## config.mk

```make
export PLATFORM = sky130hd
export DESIGN_NAME = qsimd_mac_alu
export DESIGN_NICKNAME = d
export VERILOG_FILES = /design/src/rtl/qsimd_mac_alu.sv
export SDC_FILE = /design/constraint.sdc
export NUM_CORES = 1
export LEC_CHECK = 0
export BUFFER_PORTS_ARGS = -buffer_cell sky130_fd_sc_hd__clkbuf_2
export CAP_MARGIN = 40
export CORE_AREA = 2 2 254 256
export CTS_CLUSTER_SIZE = 16
export DETAILED_ROUTE_END_ITERATION = 16
export DIE_AREA = 0 0 256 258
export SYNTH_ARGS = -nofsm -noshare
export SYNTH_HDL_FRONTEND = slang
export SYNTH_SLANG_ARGS = --single-unit
```

## constraint.sdc

```tcl
create_clock -name clk -period 10.5 [get_ports clk]
set_input_delay 1.575 -clock clk [delete_from_list [all_inputs] [get_ports clk]]
set_output_delay 1.575 -clock clk [all_outputs]
set_load 0.01 [all_outputs]
```

## src/rtl/qsimd_mac_alu.sv

```systemverilog
module qsimd_mac_alu (
  input  logic        clk,
  input  logic        rst_n,
  input  logic        in_valid,
  input  logic [1:0]  opcode,
  input  logic [31:0] op_a,
  input  logic [31:0] op_b,
  input  logic [47:0] acc_in,
  output logic        out_valid,
  output logic [47:0] result
);
  localparam logic [1:0] OP_BMAC = 2'b00;
  localparam logic [1:0] OP_LADD = 2'b01;
  localparam logic [1:0] OP_SWMAC = 2'b10;
  localparam logic [1:0] OP_RSVD = 2'b11;

  logic [23:0] addend [2];
  logic [23:0] s1_add [2];
  logic [47:0] s1_acc;
  logic        s1_v;
  logic [1:0]  s1_op;

  for (genvar i = 0; i < 2; i++) begin : g_lane
    logic signed [7:0]  xa, xb;
    logic signed [5:0]  scale;
    logic signed [2:0]  wt;
    logic signed [15:0] pbyte;
    logic signed [8:0]  sw;
    logic signed [16:0] pq;
    assign xa    = op_a[8*i +: 8];
    assign xb    = op_b[8*i +: 8];
    assign scale = {1'b0, op_a[8*i+3 +: 5]};
    assign wt    = op_a[8*i +: 3];
    assign pbyte = 16'(xa) * 16'(xb);
    assign sw    = 9'(scale) * 9'(wt);
    assign pq    = 17'(sw) * 17'(xb);
    always_comb begin
      case (opcode)
        OP_BMAC:  addend[i] = {{8{pbyte[15]}}, pbyte};
        OP_SWMAC: addend[i] = {{7{pq[16]}}, pq};
        default:  addend[i] = (i == 0) ? op_a[23:0] : op_b[23:0];
      endcase
    end
  end

  always_ff @(posedge clk) begin
    if (!rst_n) begin
      s1_v      <= 1'b0;
      s1_op     <= OP_BMAC;
      s1_acc    <= '0;
      s1_add[0] <= '0;
      s1_add[1] <= '0;
    end else begin
      s1_v <= in_valid && (opcode != OP_RSVD);
      if (in_valid && (opcode != OP_RSVD)) begin
        s1_op     <= opcode;
        s1_acc    <= acc_in;
        s1_add[0] <= addend[0];
        s1_add[1] <= addend[1];
      end
    end
  end

  always_ff @(posedge clk) begin
    if (!rst_n) begin
      out_valid <= 1'b0;
      result    <= '0;
    end else begin
      out_valid <= s1_v;
      if (s1_v) result <= {s1_acc[47:24] + s1_add[1], s1_acc[23:0] + s1_add[0]};
    end
  end

  p_strobe_lat_r2: assert property (@(posedge clk) disable iff (!rst_n)
    out_valid == $past(s1_v));
  p_reserved_quiet_r7: assert property (@(posedge clk) disable iff (!rst_n)
    (in_valid && opcode == OP_RSVD) |=> !s1_v);
  p_hold_idle_r8: assert property (@(posedge clk) disable iff (!rst_n)
    !out_valid |-> $stable(result));
  p_bmac_range_r3: assert property (@(posedge clk) disable iff (!rst_n)
    (s1_v && s1_op == OP_BMAC) |->
      ($signed(s1_add[0]) >= -24'sd16256 && $signed(s1_add[0]) <= 24'sd16384));
  p_swmac_range_r5: assert property (@(posedge clk) disable iff (!rst_n)
    (s1_v && s1_op == OP_SWMAC) |->
      ($signed(s1_add[1]) >= -24'sd15872 && $signed(s1_add[1]) <= 24'sd15872));
endmodule

```

Word-level counts from Yosys, hierarchy flattened
Memories as Yosys holds them, arrays and structs flattened.
Index checks and enable logic that the tools add are counted.

storage, ports and cells
  bits in registers = 98
  memories kept = 1
  RAM bits = 48
  input port bits = 117
  output and inout bits = 49
  word-level logic and storage cells = 27

memories
  name    depth  bits a word  rd ports  clocked after Yosys merged registers in  write ports  RTL line  source
  s1_add  2      24           2         0                                        2            18        logic [23:0] s1_add [2];

operators by class
  equality and inequality tests = 2
  reduce and logical (&&, ||, !) cells = 2
  $mul = 6
  muxes and demuxes = 8
  add/sub/neg operators = 2
  bitwise operators = 2

operator list
  operator                                       number
  24-bit case mux with 2 select lines            2
  24-bit adder                                   2
  24-bit two-way mux                             2
  9-bit by 8-bit multiplier with 17-bit output   2
  8-bit by 8-bit multiplier with 16-bit output   2
  6-bit by 3-bit multiplier with 9-bit output    2
  1-bit two-way mux                              4
  2-bit == test (second input constant)          1
  2-bit zero test                                1
  2-bit inequality test (second input constant)  1
  1-bit bitwise OR                               2
  1-bit logical AND                              1

Longest topological paths before layout
  word-level depth = 6
  gate-level depth with buffers = 28
  depth with buffers taken out = 27

Worst setup path before layout
No wires, ideal clock.

  kind = input port to flip-flop
  start point = in op_a[2]
  end point = mem s1_add[0][16] (data pin)
  stages on the path = 26
  library setup time = 0.260 ns
  arrival time = 7.791 ns
  data required time = 10.240 ns
  setup slack = 2.449 ns
  cells stage by stage = clkbuf_1 -> inv_1 -> nor2_1 -> fa_1 -> ha_1 -> ha_1 -> a21o_1 -> a21oi_1 -> o21bai_1 -> a21oi_1 -> xnor2_1 -> nand2_1 -> fa_1 -> inv_1 -> fa_1 -> fa_1 -> inv_1 -> fa_1 -> inv_1 -> ha_1 -> and4_1 -> a211oi_1 -> o21a_1 -> o211ai_1 -> a21oi_4 -> nor2_1

RTL lines
  what             RTL line  source
  start, declared  6         input logic [31:0] op_a,
  end, declared    18

==> flow_metrics.py <==
metrics = {
    "outcome": {
        "outcome": "completed",
    },
    "timing": {
        "period_share": 0.821,
        "finalHoldViolCount": 0,
        "setup_viol": 0,
        "slew_viol_final": 0,
        "hold_ws_ps": 452,
        "skew_ps": 10.1,
        "fin_crit_ps": 8620,
        "max_freq_mhz": 116,
        "setup_slack_ps": 1880,
        "tightest_slew_ps": 889,
        "max_slew_margin": 0.407,
        "fin_tns_setup_ps": 0,
        "rsz0062_at_grt": "no",
    },
    "power": {
        "total_power_mw": 5.27,
        "sw_frac_of_total": 0.489,
        "ir_drop_mv": 0.186,
        "p_per_area_nw_per_um2": 250,
        "combPwrFrac": 0.752,
        "intPower_mw": 2.69,
        "power_leakage_nw": 9.98,
        "p_sw_mw": 2.58,
        "clkPwrFrac": 0.116,
        "seq_power_share": 0.131,
    },
    "synthesis": {
        "synth-async-reset-ratio": 0,
        "seq_area_frac_synth": 0.181,
        "syn-cell-area_um2": 18800,
        "synthTopCellsByArea": "fa_1 (26%), ha_1 (12%), dfxtp_1 (10%), edfxtp_1 (7.7%), inv_1 (6.2%)",
        "synth-edff-count": 48,
        "yosys.area.top_type": "fa_1",
        "synthCells": 2051,
        "synth-seq-cells": 146,
        "syn_nets": 2600,
        "ys_warn_count": 0,
        "synth_top_area_share": 0.259,
        "postSynthAreaPerCell_um2": 9.19,
        "yosys_most_used_dff": "dfxtp_1",
        "yosysUniqueCellTypes": 76,
    },
    "die": {
        "fp.dieH_um": 258,
        "start_util": 0.296,
        "num_io_pins": 166,
        "rows": 93,
        "core-area_um2": 63600,
        "die_area_um2": 66000,
        "chipWidth_um": 256,
    },
    "place": {
        "port_buffers": 149,
        "dp_slack_ps": 1390,
        "hpwl_mm": 40.0,
        "dpl_cell_area_um2": 20500,
        "dpl.cell_count": 2990,
        "routabilityCongestion": 0.896,
    },
    "cts": {
        "h-tree-depth": 4,
        "postCtsSetupBuffers": 0,
        "postCtsResizedCells": 0,
        "path_clk_slew_ps": 60,
        "clock_path_buffers": 2,
        "cts_tree": "done",
        "clock_sinks": 146,
        "cts-root-buf": "clkbuf_16",
        "cts_hold_buf": 0,
        "clk_latency_ps": 430,
        "cts_made_buffers": 17,
    },
    "finish": {
        "final_cells": 3024,
        "num-fill-cells": 6503,
        "syn_to_final_growth_pct": 11.9,
        "fin_area_um2": 21100,
        "drive_gt1_frac": 0.102,
        "num-nets-final": 2703,
        "final_core_util": 0.331,
    },
    "setup_path": {
        "cp.required_ps": 10670,
        "cp-end-kind": "flop",
        "reg2reg_depth": 8,
        "cp-endpoint": "s1_add[0][16]$_SDFFCE_PN0P_",
        "cp_top_family": "adder cells",
        "startpoint": "op_a[2]",
        "cp.depth": 27,
        "critical_path_buf_inv_count": 5,
        "arrival_ps": 8780,
        "cp_slowest_cell": "fa_1",
        "r2r_end": "result[21]$_SDFFE_PN0P_",
        "cp-start-kind": "input pin",
        "max_stage_delay_ps": 570,
        "crit_type": "input pin to flop",
        "reg2reg_from": "s1_add[0][1]$_SDFFCE_PN0P_",
        "cp_max_fo": 11,
        "reg2reg_slack_ps": 7930,
        "path_common_cell": "fa_1",
    },
    "global_route": {
        "grt_pass1_wl_mm": 82.1,
        "grt.overflow.total": 0,
        "grt_pass1_vias": 15584,
        "antenna_found_initial": 10,
        "grt_usage": 0.153,
        "grt_max_degree": 55,
    },
    "detailed_routing": {
        "drc_errors": 0,
        "wl_per_cell_um": 16.7,
        "vias_per_cell": 4.89,
        "drtAntennaViolNets": 0,
        "routed-via-count": 14793,
        "drt_iter0_drc": 790,
        "drt_wl_total_mm": 50.5,
        "dr.pass1.iters": 7,
    },
    "run": {
        "drv_cap": 0,
    },
    "hold_path": {
        "worst_hold_startpoint": "result[18]$_SDFFE_PN0P_",
        "hold_class": "flop to flop",
    },
}
power by group through the flow:
stage | sequential, mW | combinational (mW) | clock (mW)
3_3_place_gp | 0.704 | 3.85 | 0
4_1_cts | 0.692 | 3.97 | 0.627
2_1_floorplan | 0.700 | 3.04 | 0
5_1_grt | 0.698 | 4.49 | 0.645
6_report | 0.692 | 3.97 | 0.613
3_5_place_dp | 0.704 | 3.95 | 0
routing by layer:
| metal | share of wire | GRT usage |
|---|---|---|
| met2 | 0.48 | 0.266 |
| met3 | 0.050 | 0.0234 |
| met1 | 0.44 | 0.196 |
| met4 | 0.027 | 0.0507 |
| met5 | 0.0018 | 0 |
cells by family (layout without fill, tap and decap cells):
logic type / after synthesis / in the layout / synth area share
other: 0 / 2 / 0
AO/OA/AOI/OAI: 397 / 397 / 0.145
multiplexers: 22 / 22 / 0.0118
flip-flops: 146 / 146 / 0.181
adder cells (fa/ha/maj): 432 / 432 / 0.384
XOR/XNOR: 105 / 105 / 0.0488
AND/OR/NAND/NOR: 562 / 562 / 0.152
buffers and inverters: 387 / 503 / 0.0779
cell type report:
type | count | area, um2 | area share
multi-input combinational | 1518 | 14000 | 0.664
sequential | 146 | 3400 | 0.161
inverter | 312 | 1170 | 0.0556
tap | 855 | 1070 | 0.0508
timing repair buffer | 159 | 848 | 0.0403
clock buffer | 19 | 443 | 0.0210
clock inverter | 13 | 151 | 0.00718
antenna | 2 | 5.00 | 0.000237
cell usage after synthesis (all sizes together) (61+ instances only):
cell and n:
inv 309, fa 244, ha 188, nand2 160, and2 156, nor2 99, dfxtp 98, a21oi 95
o21ai 89, xnor2 72, clkbuf 61
placed cells by master (no fill, tap or decap), types with 24 or more instances in the layout:
cell type and count:
inv_1 308, fa_1 244, ha_1 188, nand2_1 160, and2_1 156, clkbuf_2 149, nor2_1 99, dfxtp_1 98
a21oi_1 90, o21ai_0 74, xnor2_1 72, a22o_1 48, edfxtp_1 48, nor2b_1 34, xor2_1 33, a21o_1 33
nand2b_1 24
worst min-delay path: cells and delay by family, from the launching register on:
| family | cells | cell delay, ps |
|---|---|---|
| flip-flops | 1 | 310 |
| AO/OA/AOI/OAI | 1 | 50 |
| AND/OR/NAND/NOR | 1 | 50 |
state kept, by name, indices dropped and copies added, names as in the netlist:
signal     cells
out_valid      1
s1_add        48
s1_acc        48
result        48
s1_v           1
worst min-delay path by stage:
stage,cells past startpoint,to,slack (ps)
after floorplan,1,s1_acc[0]$_SDFFE_PN0P_,460
after global placement,2,result[13]$_SDFFE_PN0P_,440
after detailed placement,2,result[18]$_SDFFE_PN0P_,450
after CTS,2,result[18]$_SDFFE_PN0P_,450
after global routing,2,result[43]$_SDFFE_PN0P_,470
final,2,result[18]$_SDFFE_PN0P_,450
Note: power is estimated with default switching activity, not from simulation.
